==> src/rtl/canfd_err_pkg.sv <==
package canfd_err_pkg;
  localparam int NUM_ERR   = 6;
  localparam int ERR_STUFF = 0;
  localparam int ERR_FORM  = 1;
  localparam int ERR_CRC   = 2;
  localparam int ERR_ACK   = 3;
  localparam int ERR_BDOM  = 4;
  localparam int ERR_BREC  = 5;

  localparam logic [NUM_ERR-1:0] FAST_MASK = ~(NUM_ERR'(1) << ERR_ACK);

  typedef enum logic [1:0] {
    FC_ACTIVE  = 2'd0,
    FC_PASSIVE = 2'd1,
    FC_BUSOFF  = 2'd2
  } fc_state_e;
endpackage

==> src/rtl/canfd_err_cnt.sv <==
module canfd_err_cnt #(
  parameter int W    = 8,
  parameter int STEP = 1
) (
  input  logic         clk_i,
  input  logic         rst_ni,
  input  logic         inc_i,
  input  logic         dec_i,
  output logic [W-1:0] cnt_o
);
  localparam logic [W:0] MAX = {1'b0, {W{1'b1}}};

  logic [W-1:0] q, d;
  logic [W:0]   sum;

  assign sum = {1'b0, q} + (W+1)'(STEP);

  always_comb begin
    d = q;
    if (inc_i)                   d = (sum > MAX) ? MAX[W-1:0] : sum[W-1:0];
    else if (dec_i && q != '0)   d = q - W'(1);
  end

  always_ff @(posedge clk_i or negedge rst_ni)
    if (!rst_ni) q <= '0;
    else         q <= d;

  assign cnt_o = q;
endmodule

==> src/rtl/canfd_err_flags.sv <==
module canfd_err_flags #(
  parameter int N = 6
) (
  input  logic         clk_i,
  input  logic         rst_ni,
  input  logic [N-1:0] set_i,
  input  logic [N-1:0] clr_i,
  output logic [N-1:0] q_o
);
  for (genvar i = 0; i < N; i++) begin : g_flag
    logic f;
    always_ff @(posedge clk_i or negedge rst_ni)
      if (!rst_ni)       f <= 1'b0;
      else if (set_i[i]) f <= 1'b1;  // set beats clear
      else if (clr_i[i]) f <= 1'b0;
    assign q_o[i] = f;
  end
endmodule

==> src/rtl/canfd_fault_conf.sv <==
module canfd_fault_conf
  import canfd_err_pkg::*;
#(
  parameter int W          = 8,
  parameter int TX_STEP    = 8,
  parameter int PASSIVE_TH = 128
) (
  input  logic         clk_i,
  input  logic         rst_ni,
  input  logic [W-1:0] rx_cnt_i,
  input  logic [W-1:0] tx_cnt_i,
  input  logic         tx_inc_i,
  output fc_state_e    state_o
);
  localparam logic [W:0] MAX = {1'b0, {W{1'b1}}};

  logic       busoff_q;
  logic [W:0] tx_next;
  logic       tx_ovf;

  assign tx_next = {1'b0, tx_cnt_i} + (W+1)'(TX_STEP);
  assign tx_ovf  = tx_inc_i && (tx_next > MAX);

  always_ff @(posedge clk_i or negedge rst_ni)
    if (!rst_ni)     busoff_q <= 1'b0;
    else if (tx_ovf) busoff_q <= 1'b1;

  always_comb begin
    if (busoff_q)
      state_o = FC_BUSOFF;
    else if (32'(rx_cnt_i) >= PASSIVE_TH || 32'(tx_cnt_i) >= PASSIVE_TH)
      state_o = FC_PASSIVE;
    else
      state_o = FC_ACTIVE;
  end
endmodule

==> src/rtl/canfd_err_track.sv <==
module canfd_err_track
  import canfd_err_pkg::*;
#(
  parameter int CNT_W      = 8,
  parameter int RX_STEP    = 1,
  parameter int TX_STEP    = 8,
  parameter int PASSIVE_TH = 128
) (
  input  logic               clk_i,
  input  logic               rst_ni,
  input  logic [NUM_ERR-1:0] err_evt_i,
  input  logic               err_tx_i,
  input  logic               fast_phase_i,
  input  logic               frame_ok_i,
  input  logic [NUM_ERR-1:0] flag_clr_i,
  input  logic [NUM_ERR-1:0] fast_flag_clr_i,
  input  logic               err_mask_i,
  output logic [CNT_W-1:0]   rx_cnt_o,
  output logic [CNT_W-1:0]   tx_cnt_o,
  output logic [CNT_W-1:0]   fast_rx_cnt_o,
  output logic [CNT_W-1:0]   fast_tx_cnt_o,
  output logic [NUM_ERR-1:0] flags_o,
  output logic [NUM_ERR-1:0] fast_flags_o,
  output logic               err_irq_o,
  output logic [1:0]         fault_state_o
);
  localparam int NCNT = 4;  // 0 rx, 1 tx, 2 fast rx, 3 fast tx

  logic               any_err, fast_err, ok_only;
  logic [NUM_ERR-1:0] fast_set;
  logic [NCNT-1:0]    inc, dec;
  logic [CNT_W-1:0]   cnt [NCNT];
  fc_state_e          fc_state;

  assign any_err  = |err_evt_i;
  assign fast_set = fast_phase_i ? (err_evt_i & FAST_MASK) : '0;
  assign fast_err = |fast_set;
  assign ok_only  = frame_ok_i && !any_err;

  assign inc[0] = any_err  && !err_tx_i;
  assign inc[1] = any_err  &&  err_tx_i;
  assign inc[2] = fast_err && !err_tx_i;
  assign inc[3] = fast_err &&  err_tx_i;
  assign dec[0] = ok_only && !err_tx_i;
  assign dec[1] = ok_only &&  err_tx_i;
  assign dec[2] = ok_only && !err_tx_i && fast_phase_i;
  assign dec[3] = ok_only &&  err_tx_i && fast_phase_i;

  for (genvar i = 0; i < NCNT; i++) begin : g_cnt
    localparam int STEP = (i % 2 == 1) ? TX_STEP : RX_STEP;
    canfd_err_cnt #(.W(CNT_W), .STEP(STEP)) u_cnt (
      .clk_i  (clk_i),
      .rst_ni (rst_ni),
      .inc_i  (inc[i]),
      .dec_i  (dec[i]),
      .cnt_o  (cnt[i])
    );
  end

  assign rx_cnt_o      = cnt[0];
  assign tx_cnt_o      = cnt[1];
  assign fast_rx_cnt_o = cnt[2];
  assign fast_tx_cnt_o = cnt[3];

  canfd_err_flags #(.N(NUM_ERR)) u_flags (
    .clk_i  (clk_i),
    .rst_ni (rst_ni),
    .set_i  (err_evt_i),
    .clr_i  (flag_clr_i),
    .q_o    (flags_o)
  );

  canfd_err_flags #(.N(NUM_ERR)) u_fast_flags (
    .clk_i  (clk_i),
    .rst_ni (rst_ni),
    .set_i  (fast_set),
    .clr_i  (fast_flag_clr_i),
    .q_o    (fast_flags_o)
  );

  assign err_irq_o = err_mask_i && (|flags_o || |fast_flags_o);

  canfd_fault_conf #(
    .W          (CNT_W),
    .TX_STEP    (TX_STEP),
    .PASSIVE_TH (PASSIVE_TH)
  ) u_fc (
    .clk_i    (clk_i),
    .rst_ni   (rst_ni),
    .rx_cnt_i (cnt[0]),
    .tx_cnt_i (cnt[1]),
    .tx_inc_i (inc[1]),
    .state_o  (fc_state)
  );

  assign fault_state_o = fc_state;
endmodule

==> config.mk <==
export PLATFORM = sky130hd
export DESIGN_NAME = canfd_err_track
export DESIGN_NICKNAME = d
export VERILOG_FILES = /design/src/rtl/canfd_err_pkg.sv /design/src/rtl/canfd_err_cnt.sv /design/src/rtl/canfd_err_flags.sv /design/src/rtl/canfd_fault_conf.sv /design/src/rtl/canfd_err_track.sv
export SDC_FILE = /design/constraint.sdc
export NUM_CORES = 1
export LEC_CHECK = 0
export ABC_AREA = 1
export BUFFER_PORTS_ARGS = -buffer_cell sky130_fd_sc_hd__buf_2
export CORE_ASPECT_RATIO = 1.75
export CORE_UTILIZATION = 30
export DETAILED_ROUTE_END_ITERATION = 16
export PLACE_DENSITY_LB_ADDON = 0.25
export RECOVER_POWER = 25
export SLEW_MARGIN = 20
export SYNTH_ARGS = -nofsm -noshare
export SYNTH_HDL_FRONTEND = slang
export SYNTH_HIERARCHICAL = 1
export SYNTH_SLANG_ARGS = --single-unit
==> constraint.sdc <==
create_clock -name clk_i -period 1.34 [get_ports clk_i]
set_input_delay 0.067 -clock clk_i [delete_from_list [all_inputs] [get_ports clk_i]]
set_output_delay 0.067 -clock clk_i [all_outputs]
set_load 0.03 [all_outputs]
-- Word-level counts from Yosys, hierarchy flattened
Cells that the tools add are included.
- register bits: 45
- bits of input ports: 24
- output and inout port bits: 47
- word-level logic and storage cells: 113
- $add $sub $neg: 8
- $lt $le $gt $ge: 6
- mux-type cells: 39
- reduce and logical (&&, ||, !) cells: 43
- operator list (cell ; number):
    $mux 8 ; 12
    $gt 9x8->1 const B ; 4
    $reduce_bool 2->1 ; 16
    $reduce_bool 8->1 ; 4
    $sub 8x1->8 const B ; 4
    $mux 1 ; 25
    $reduce_or 6->1 ; 4
    $add 8x1->9 const B ; 2
    $add 8x4->9 const B ; 2
    $ge 8x8->1 const B ; 2
    $logic_and 1x1->1 ; 15
    $mux 6 ; 1
    $logic_not 1->1 ; 2
    $logic_or 1x1->1 ; 2
    $mux 2 ; 1

-- Logic depth before layout (Yosys ltp)
Gate-level depths: netlist (run 1).
- word-level depth: 8
- mapped depth: 12
- gate-level depth less buffers: 12

-- Modules after synthesis
The synthesis (run 1) kept the hierarchy.
- by module, submodules not included (module ; times used ; cells each ; area an instance (um^2) ; seq. area each (um^2)):
    canfd_err_cnt at g_cnt[0].u_cnt ... ; 2 ; 132 ; 868.3 ; 200.2
    canfd_err_cnt at g_cnt[1].u_cnt ... ; 2 ; 101 ; 686.9 ; 200.2
    canfd_err_flags ; 2 ; 36 ; 285.3 ; 150.1
    canfd_err_track ; 1 ; 42 ; 173.9 ; 0.0
    canfd_fault_conf ; 1 ; 28 ; 151.4 ; 25.0

-- Worst setup path before layout (run 1)
OpenSTA, ideal clock, no wires.
- path kind: reg2reg
- start point: register g_cnt[0].u_cnt.q[0]
- end point: register g_cnt[0].u_cnt.q[1]
- setup time: 66 ps
- arrival time: 1671 ps
- data required time: 1274 ps
- path slack: -397 ps
- cell stages (with the launch flop): 11
- buffers on the path: 0
- period minus slack after synthesis: 1737 ps
- path through: dfrtp_1 inv_1 ha_1 nand2_1 nor2_1 nand2_1 nor2_2 nand3_2 nand3_1 nand2_1 nand2_1
- longest elaborated chain between the ends: 4
- elaborated cells between the ends (all ways): 9
- those cells by class: add/sub (2); order compare (1); mux (3); reduce/logical (3)
- ends and longest elaborated chain (what ; RTL line ; RTL):
    start, declared ; canfd_err_cnt.sv:13 ; logic [W-1:0] q, d;
    start signal, assigned ; canfd_err_cnt.sv:25 ; if (!rst_ni) q <= '0;
    start signal, assigned ; canfd_err_cnt.sv:26 ; else q <= d;
    $add 8x1->9 ; canfd_err_cnt.sv:16 ; assign sum = {1'b0, q} + (W+1)'(STEP);
    $gt 9x8->1 ; canfd_err_cnt.sv:20 ; if (inc_i) d = (sum > MAX) ? MAX[W-1:0] : sum[W-1:0];
    $mux 8 (2 in a row) ; canfd_err_cnt.sv:20 ;
Several ways; a longest one is shown, not always the timed one. The select of a mux whose other input is x is not followed.
A chain may end at the register's enable or synchronous reset.

-- Worst setup path in the final report (run 1)
- start point: register g_cnt[0].u_cnt.q[1]
- end point: register g_cnt[0].u_cnt.q[2]
The elaborated chain is that of the path after synthesis.

==> run summary, run 1 <==
row count - 55
DIE HEIGHT - 155 um
GRT overflow - 0
number of global-route vias before repair - 4584
total CTS buffers - 5
I/O pins - 71
fmax - 630 MHz
Hold Path Class - in2reg
Worst-Margin Slew - 685 ps
Pint - 5.40 mW
Final Hold Fails - 0
# setup viols final - 32
1st-iter DRT viols - 192
drt wl/cell - 13.5 um
Clock Path Buffers - 2
diode count - 0
crit path max fanout - 6
Synth Warn # - 6
Critical Path RT - 1570 ps
status - finished, violations left
Setup crit end kind - flop
Nets - 840
final instance area - 0.00615 mm2
clock power share - 0.149
First-pass DRT Iterations - 7
Core Area - 0.0130 mm2
CTS clk-pin slew, worst paths - 60 ps
via count - 4554
RSZ-0062 raised after global routing - yes
Power Dens Cells - 1630 mW/mm2
Final Worst Setup Slack - -246 ps
Synth Instances - 608
Comb pwr share - 0.614
Mapped Area - 0.00401 mm2
largest net degree at the start of global routing - 46
Seq cells post-synth - 45
CP Class - reg2reg
Post-synth EDFFs - 0
setup_tns - -4790 ps
DRT antenna net count - 0
via-per-instance ratio - 4.71
Flop pwr share - 0.237
most common flop cell mapped by yosys - dfrtp_1
placed wire-length estimate - 9.85 mm
max-slew violations - 0
sw power - 4.63 mW
crit path time final - 1590 ps
sequential-to-total area share from yosys stat - 0.281
Placed Area - 0.00531 mm2
GPL Wtd Cong - 0.864
Root Buffer Master - clkbuf_16
synthesis-to-finish area growth - 53.5%
share of layout cells above drive strength 1 - 0.459
Mapped Nets - 654
Die X - 89.4 um
sw frac - 0.462
share of flip-flops with an asynchronous set or reset - 1.00
H-tree Lvls - 2
initial core utilization - 0.308
port bufs - 70
global-route wire length before repair - 20.9 mm
All-Layer GR Usage - 0.193
startpoint types - flop
Clock Latency Late Sink - 290 ps
Lkg Pwr - 3.23 nW
initial antenna violation count - 0
failing checks - negative setup slack
Routed Wire Length - 13.0 mm
slew margin rel. - 0.543
arrival time at the worst endpoint - 1810 ps
TritonCTS clock tree - done
Netlist cell types - 30
Setup Skew - 4.34 ps
MaxCap Viol Count - 0
CTS Sinks - 45
Syn Area/Cell - 6.59 um2
VDD IR max - 1.45 mV
Residual DRC - 0
Die Area - 0.0138 mm2
final period utilization - 1.18
==> critical path: stages (launching register included) <==
cell	delay, ps
dfrtp_2	440
ha_4	170
nand3_2	130
o21ai_1	210
nand2_1	90
nor2_2	130
nand3_4	130
nand3_1	100
nand2_1	60
nand2_1	50
==> metal layers <==
metal	vias to the layer above	share of wire	global-route usage
met5	-	0	0
met4	0	0.028	0.0862
met3	32	0.031	0.0244
met2	115	0.58	0.375
met1	2141	0.36	0.195
li1	2266	-	-
==> power by group through the flow <==
stage	clock network [mW]	registers (mW)	logic (mW)
5_1_grt	1.58	2.44	6.70
6_report	1.49	2.38	6.16
4_1_cts	1.53	2.36	5.85
2_1_floorplan	0	2.91	2.52
3_3_place_gp	0	2.35	5.14
3_5_place_dp	0	2.36	5.23
==> stage by stage <==
step	std cells	setup slack [ps]	power, mW	hold WS [ps]	utilization
5_1_grt	966	-339	10.7	16.2	0.473
3_3_place_gp	929	-242	7.48	76.5	0.408
2_1_floorplan	608	-185	5.43	-229	-
3_5_place_dp	929	-286	7.58	78.8	0.408
4_1_cts	957	-244	9.74	0.686	0.460
6_report	966	-246	10.0	6.59	0.473
==> flip-flops by register name, summed over array words and instances (netlist names) <==
name and cells:
u_flags/g_flag.f 6, u_fast_flags/g_flag.f 6, u_fc/busoff_q 1, g_cnt.u_cnt/cnt_o 32
==> Yosys cell counts, types with 3 or more instances <==
master,number,area share
a21oi_1,12,0.015
buf_4,13,0.024
buf_6,8,0.022
dfrtp_1,45,0.28
ha_1,22,0.069
inv_1,91,0.085
inv_2,4,0.0037
nand2_1,178,0.17
nand2_2,8,0.012
nand2_4,4,0.011
nand3_1,75,0.094
nand3_2,10,0.025
nand4_1,16,0.025
nor2_1,52,0.049
nor2_2,7,0.011
nor2_4,4,0.011
o21ai_0,26,0.032
o21ai_1,6,0.0075
or2_1,3,0.0047
xor2_1,6,0.013
==> layout make-up <==
| cell class | instances | area, um2 |
|---|---|---|
| clock buffer | 7 | 143 |
| inverter | 99 | 393 |
| fill | 1296 | 6860 |
| timing repair buffer | 202 | 1410 |
| sequential | 45 | 1150 |
| multi-input combinational | 441 | 2810 |
| tap | 171 | 214 |
| clock inverter | 1 | 30.0 |
==> worst paths after layout <==
path	start	to	slack (ps)	cells after the start
worst max-delay path	g_cnt[0].u_cnt/cnt_o[1]$_DFFE_PN0P_	g_cnt[0].u_cnt/cnt_o[2]$_DFFE_PN0P_	-250	9
worst min-delay path	flag_clr_i[1]	u_flags/g_flag[1].f$_DFFE_PN0P_	7	4
worst max register to register	g_cnt[0].u_cnt/cnt_o[1]$_DFFE_PN0P_	g_cnt[0].u_cnt/cnt_o[2]$_DFFE_PN0P_	-250	9
worst min register to register	u_fast_flags/g_flag[4].f$_DFFE_PN0P_	u_fast_flags/g_flag[4].f$_DFFE_PN0P_	520	2
max in group asynchronous	rst_ni	g_cnt[0].u_cnt/cnt_o[5]$_DFFE_PN0P_	380	3
min in group asynchronous	rst_ni	g_cnt[2].u_cnt/cnt_o[2]$_DFFE_PN0P_	450	3
==> timing repair <==
action	in CTS	in global routing
setup buffers	12	10
endpoints found under the hold margin	49	0
hold buffers	8	0
pin swaps	39	41
setup endpoints to repair	34	38
gates resized for setup	82	36
==> cells by family after synthesis <==
logic type	Yosys count	synth area share
AND/OR/NAND/NOR	361	0.422
buffers and inverters	122	0.143
AO/OA/AOI/OAI	47	0.0625
flip-flops	45	0.281
adder cells (fa/ha/maj)	22	0.0687
XOR/XNOR	8	0.0175
multiplexers	2	0.00500
other	1	0.000936
==> layout by cell type (no fill, tap or decap), types with 16 or more instances in the layout <==
cell type / count
inv_1: 80
nand3_1: 43
nand3_2: 36
buf_2: 69
nor2_1: 38
dfrtp_2: 20
nor2_2: 16
o21ai_0: 17
dfrtp_1: 25
nand4_1: 16
buf_4: 112
nand2_1: 160
nand2_2: 22
Note: power is estimated with default switching activity, not from simulation.
==> run 2, diff against run 1 <==
--- a/config.mk
+++ b/config.mk
@@ -5,14 +5,13 @@
 export SDC_FILE = /design/constraint.sdc
 export NUM_CORES = 1
 export LEC_CHECK = 0
-export ABC_AREA = 1
 export BUFFER_PORTS_ARGS = -buffer_cell sky130_fd_sc_hd__buf_2
 export CORE_ASPECT_RATIO = 1.75
 export CORE_UTILIZATION = 30
 export DETAILED_ROUTE_END_ITERATION = 16
 export PLACE_DENSITY_LB_ADDON = 0.25
 export RECOVER_POWER = 25
-export SLEW_MARGIN = 20
+export SLEW_MARGIN = 5
 export SYNTH_ARGS = -nofsm -noshare
 export SYNTH_HDL_FRONTEND = slang
 export SYNTH_HIERARCHICAL = 1
==> run summary, run 2 <==
status - finished, violations left
failing checks - negative setup slack
Final Hold Fails - 0
Lkg Pwr - 2.78 nW
sw power - 5.40 mW
Flop pwr share - 0.212
Clock Latency Late Sink - 290 ps
number of global-route vias before repair - 4176
sw frac - 0.455
largest net degree at the start of global routing - 46
Synth top area share - 0.308
setup_tns - -12680 ps
VDD IR max - 0.879 mV
fmax - 519 MHz
met3 Use GR - 0.0166
initial core utilization - 0.307
Mapped Nets - 445
most frequent cells in the layout - 133 x buf_4, 65 x buf_2, 31 x buf_6, 27 x dfrtp_1, 26 x inv_1
global-route wire length before repair - 19.5 mm
Nets - 659
total CTS buffers - 5
Routed Wire Length - 12.4 mm
1st-iter DRT viols - 153
Pint - 6.46 mW
arrival time at the worst endpoint - 2140 ps
RSZ-0062 raised after global routing - yes
via count - 4043
initial antenna violation count - 0
GR peak layer - met2
Netlist cell types - 68
Power Dens Cells - 1890 mW/mm2
clock power share - 0.126
top post-synthesis cells by count - 45 x dfrtp_1, 40 x inv_1, 22 x ha_1
H-tree Lvls - 2
drt wl/cell - 16.5 um
All-Layer GR Usage - 0.192
Die X - 85.5 um
TritonCTS clock tree - done
Worst-Margin Slew - 671 ps
Comb pwr share - 0.662
CP Class - in2reg
top-count cell post-synth - dfrtp_1
Power Total - 11.9 mW
Post-synth EDFFs - 0
synthesis-to-finish area growth - 71.1%
share of flip-flops with an asynchronous set or reset - 1.00
sequential-to-total area share from yosys stat - 0.308
Critical Path RT - 1560 ps
most common flop cell mapped by yosys - dfrtp_1
GPL Wtd Cong - 0.860
commonest non-fill, non-tap cell in the layout - buf_4
synth top area cells - dfrtp_1 31%, ha_1 7.5%, inv_1 4.1%, buf_4 3.1%, a21o_1 2.9%
placed wire-length estimate - 9.04 mm
port bufs - 70
startpoint types - input pin
GRT overflow - 0
Synth Warn # - 6
MaxCap Viol Count - 0
Core Area - 0.0119 mm2
via-per-instance ratio - 5.38
GR met1 Demand/Resource - 0.191
Residual DRC - 0
max reg flops - 32
Syn Area/Cell - 9.17 um2
Final Worst Setup Slack - -586 ps
top cell type by total area after synthesis - dfrtp_1
crit path time final - 1930 ps
diode count - 0
share of layout cells above drive strength 1 - 0.619
# setup viols final - 33
crit path max fanout - 5
Seq cells post-synth - 45
slew margin rel. - 0.553
Setup Skew - 2.72 ps
First-pass DRT Iterations - 5
filler instances - 1061
final period utilization - 1.44
CTS clk-pin slew, worst paths - 70 ps
Root Buffer Master - clkbuf_16
DIE HEIGHT - 148 um
max-slew violations - 0
Clock Path Buffers - 2
Setup crit end kind - flop
Synth Instances - 399
I/O pins - 71
Die Area - 0.0127 mm2
M2 GR Usage - 0.394
row count - 53
DRT antenna net count - 0
Hold Path Class - in2reg
Mapped Area - 0.00366 mm2
CTS Sinks - 45
run 2: cell types whose count changed in the layout (fill, tap and decap cells not counted), sizes merged, moves of 9 or more:
| cell | before | now |
|---|---|---|
| nor4 | 0 | 11 |
| nor3 | 0 | 10 |
| nand3 | 87 | 16 |
| nor2 | 63 | 16 |
| and3 | 0 | 9 |
| nand2 | 190 | 13 |
| buf | 193 | 232 |
| a21o | 0 | 14 |
| o21ai | 32 | 22 |
| inv | 97 | 40 |
run 2: final timing paths:
check                                                startpoint                                   end  slack, ps  cells past startpoint
hold reg to reg            u_fast_flags/g_flag[0].f$_DFFE_PN0P_  u_fast_flags/g_flag[0].f$_DFFE_PN0P_        520                      1
min in group asynchronous                                rst_ni  u_fast_flags/g_flag[3].f$_DFFE_PN0P_        450                      3
setup / recovery                                   err_evt_i[5]   g_cnt[1].u_cnt/cnt_o[6]$_DFFE_PN0P_       -590                      8
hold / removal                               fast_flag_clr_i[1]  u_fast_flags/g_flag[1].f$_DFFE_PN0P_         30                      3
setup reg to reg            g_cnt[0].u_cnt/cnt_o[0]$_DFFE_PN0P_   g_cnt[0].u_cnt/cnt_o[3]$_DFFE_PN0P_       -550                      6
max in group asynchronous                                rst_ni   g_cnt[3].u_cnt/cnt_o[4]$_DFFE_PN0P_        400                      3
run 2: layout make-up:
type / count / area (um2) / area share
Clock inverter: 1 / 30.0 / 0.00480
Clock buffer: 7 / 143 / 0.0228
Sequential cell: 45 / 1150 / 0.183
Inverter: 40 / 155 / 0.0248
Multi-Input combinational cell: 287 / 2860 / 0.457
Timing Repair Buffer: 234 / 1750 / 0.280
Tap cell: 137 / 171 / 0.0274
run 2: kinds of logic (layout without fill, tap and decap cells):
| group | count (synthesis) | in the layout | share of synthesized area |
|---|---|---|---|
| xor gates and xnor gates | 11 | 11 | 0.0263 |
| adders and majority gates | 22 | 22 | 0.0752 |
| other | 1 | 1 | 0.00102 |
| AOI/OAI and AO/OA | 111 | 111 | 0.239 |
| and+or+nand+nor | 138 | 138 | 0.252 |
| muxes | 4 | 4 | 0.0109 |
| DFF | 45 | 45 | 0.308 |
| buffers and inverters | 67 | 282 | 0.0875 |
run 2: power by group through the flow:
stage          Clock [mW]  Sequential [mW]  Combinational, mW
2_1_floorplan           0             3.38               2.52
3_3_place_gp            0             2.43               6.36
3_5_place_dp            0             2.45               6.47
4_1_cts              1.53             2.46               7.26
5_1_grt              1.56             2.58               8.40
6_report             1.49             2.51               7.85
run 2: metrics by stage:
step / area, um2 / std cells / hold WS, ps / worst slack, ps / utilization
CTS: 5860 / 743 / 30.5 / -564 / 0.491
floorplan: 3780 / 399 / -229 / -818 / -
global route: 6260 / 751 / 40.3 / -643 / 0.525
detailed placement: 5150 / 710 / 74.4 / -957 / 0.432
global placement: 5150 / 710 / 71.3 / -941 / 0.432
finish: 6260 / 751 / 34.7 / -586 / 0.525
run 2: routing by layer:
| metal | up-vias | share of wire |
|---|---|---|
| li1 | 1923 | - |
| met2 | 80 | 0.60 |
| met1 | 2013 | 0.35 |
| met5 | - | 0 |
| met4 | 0 | 0.028 |
| met3 | 27 | 0.021 |
run 2: repair_timing:
item	in CTS	in global routing
gates cloned	0	0
hold buffers	1	0
resized for setup	84	73
pin swaps	52	37
hold endpoints to repair	45	0
setup endpoints to repair	35	35
buffers inserted	27	14
run 2: worst max-delay path, stage by stage:
cell and delay (ps):
buf_6 90, or4_4 610, buf_6 160, nor4b_4 210, or4b_1 450, a211o_1 260
and3b_1 180, o21ai_1 120
==> run 3, diff against run 2 <==
--- a/config.mk
+++ b/config.mk
@@ -9,7 +9,7 @@
 export CORE_ASPECT_RATIO = 1.75
 export CORE_UTILIZATION = 30
 export DETAILED_ROUTE_END_ITERATION = 16
-export PLACE_DENSITY_LB_ADDON = 0.25
+export PLACE_DENSITY_LB_ADDON = 0.3
 export RECOVER_POWER = 25
 export SLEW_MARGIN = 5
 export SYNTH_ARGS = -nofsm -noshare
==> constraint.sdc (replaced) <==
create_clock -name clk_i -period 2.3 [get_ports clk_i]
set_input_delay 0.115 -clock clk_i [delete_from_list [all_inputs] [get_ports clk_i]]
set_output_delay 0.115 -clock clk_i [all_outputs]
set_load 0.03 [all_outputs]
==> run summary, run 3 (synthesis results as in run 2) <==
Comb pwr share - 0.494
All-Layer GR Usage - 0.169
First-pass DRT Iterations - 4
Clock Latency Late Sink - 300 ps
Critical Path RT - 2460 ps
row count - 53
post-CTS setup buffers - 0
crit path max fanout - 5
Final Core Density - 0.371
port bufs - 70
CTS clk-pin slew, worst paths - 70 ps
status - finished, final reports clean
hold buffers post-CTS - 1
Crit-path slowest cell - or4_4
CTS resizes - 0
TritonCTS clock tree - done
Setup Skew - 10.7 ps
GPL Wtd Cong - 0.840
global-route wire length before repair - 17.1 mm
Die Area - 0.0127 mm2
CP bufs+invs - 1
final period utilization - 0.892
Pint - 2.47 mW
RSZ-0062 raised after global routing - no
Residual DRC - 0
GRT overflow - 0
max layer used - met4
max-slew violations - 0
Worst path max stage delay - 590 ps
CTS Sinks - 45
clock power share - 0.170
routed wl met3 - 355 um
sw frac - 0.504
Lkg Pwr - 1.97 nW
H-tree Lvls - 2
Root Buffer Master - clkbuf_16
number of global-route vias before repair - 3493
Clock Path Buffers - 2
Nets - 526
diode count - 0
CP Class - in2reg
largest net degree at the start of global routing - 17
Routed Wire Length - 10.3 mm
Core Area - 0.0119 mm2
# setup viols final - 0
wl on met1 - 3.99 mm
commonest non-fill, non-tap cell in the layout - buf_2
initial antenna violation count - 0
Die X - 85.5 um
fmax - 488 MHz
total CTS buffers - 5
Flop pwr share - 0.336
sw power - 2.52 mW
via-per-instance ratio - 5.58
synthesis-to-finish area growth - 20.9%
Final Hold Fails - 0
placed wire-length estimate - 7.91 mm
DRT antenna net count - 0
CP top delay family - simple AND/OR/NAND/NOR gates
slew margin rel. - 0.372
Hold Path Class - in2reg
Setup crit end kind - flop
I/O pins - 71
cell chain of the critical path - buf_2 > or4_4 > nor4b_2 > or4b_1 > a211o_1 > a21boi_0 > o21ai_1
max reg flops - 32
via count - 3449
1st-iter DRT viols - 184
drt wl/cell - 16.7 um
Placed Area - 0.00425 mm2
crit path time final - 2050 ps
startpoint types - input pin
DIE HEIGHT - 148 um
most frequent cells in the layout - 69 x buf_2, 45 x dfrtp_1, 40 x inv_1, 29 x buf_4, 22 x ha_1
arrival time at the worst endpoint - 2210 ps
VDD IR max - 0.432 mV
share of layout cells above drive strength 1 - 0.293
Worst-Margin Slew - 942 ps
initial core utilization - 0.307
final instance area - 0.00443 mm2
MaxCap Viol Count - 0
met2 wire len - 5.58 mm
Power Dens Cells - 1130 mW/mm2
## run 3: changes by cell type in the layout (fill, tap and decap cells not counted), sizes merged
cell	change
clkinvlp	+1
clkbuf	-1
buf	-134
clkinv	+1
## run 3: final cells by class
| class | instances | area, um2 |
|---|---|---|
| clock buffers | 5 | 125 |
| clock inverters | 3 | 46.3 |
| fillers | 1244 | 7510 |
| inverters | 40 | 150 |
| multi-input cells | 287 | 2230 |
| flip-flops and latches | 45 | 1130 |
| well taps | 137 | 171 |
| repair buffers | 101 | 581 |
## run 3: final timing paths
path | start | end | slack (ps) | depth (start not counted)
max | err_evt_i[2] | g_cnt[1].u_cnt/cnt_o[6]$_DFFE_PN0P_ | 250 | 7
min | err_evt_i[5] | u_flags/g_flag[5].f$_DFFE_PN0P_ | 50 | 2
max reg2reg | g_cnt[3].u_cnt/cnt_o[4]$_DFFE_PN0P_ | g_cnt[3].u_cnt/cnt_o[7]$_DFFE_PN0P_ | 280 | 6
min reg2reg | u_flags/g_flag[0].f$_DFFE_PN0P_ | u_flags/g_flag[0].f$_DFFE_PN0P_ | 520 | 1
max in group asynchronous | rst_ni | g_cnt[1].u_cnt/cnt_o[4]$_DFFE_PN0P_ | 580 | 3
min in group asynchronous | rst_ni | u_fast_flags/g_flag[3].f$_DFFE_PN0P_ | 470 | 2
## run 3: layer usage
layer,vias to the layer above,global-route usage
met5,-,0
met4,0,0.0850
met3,33,0.0200
met2,95,0.310
met1,1671,0.188
li1,1650,-
## run 3: power by group through the flow
stage / Combinational, mW / Sequential [mW] / Clock, mW
floorplan: 1.41 / 1.93 / 0
CTS: 2.47 / 1.67 / 0.881
detailed placement: 2.46 / 1.68 / 0
global route: 2.69 / 1.74 / 0.909
finish: 2.46 / 1.68 / 0.850
global placement: 2.42 / 1.67 / 0
## run 3: through the flow
step / total power [mW] / hold slack [ps] / cells / setup TNS, ps / setup WS (ps)
floorplan: 3.34 / -181 / 399 / -12.9 / -12.9
global placement: 4.09 / 66.6 / 609 / -40.9 / -40.9
detailed placement: 4.14 / 68.8 / 609 / -169 / -69.8
CTS: 5.02 / 35.5 / 618 / 0 / 248
global route: 5.34 / 46.0 / 618 / 0 / 114
finish: 4.99 / 47.1 / 618 / 0 / 249
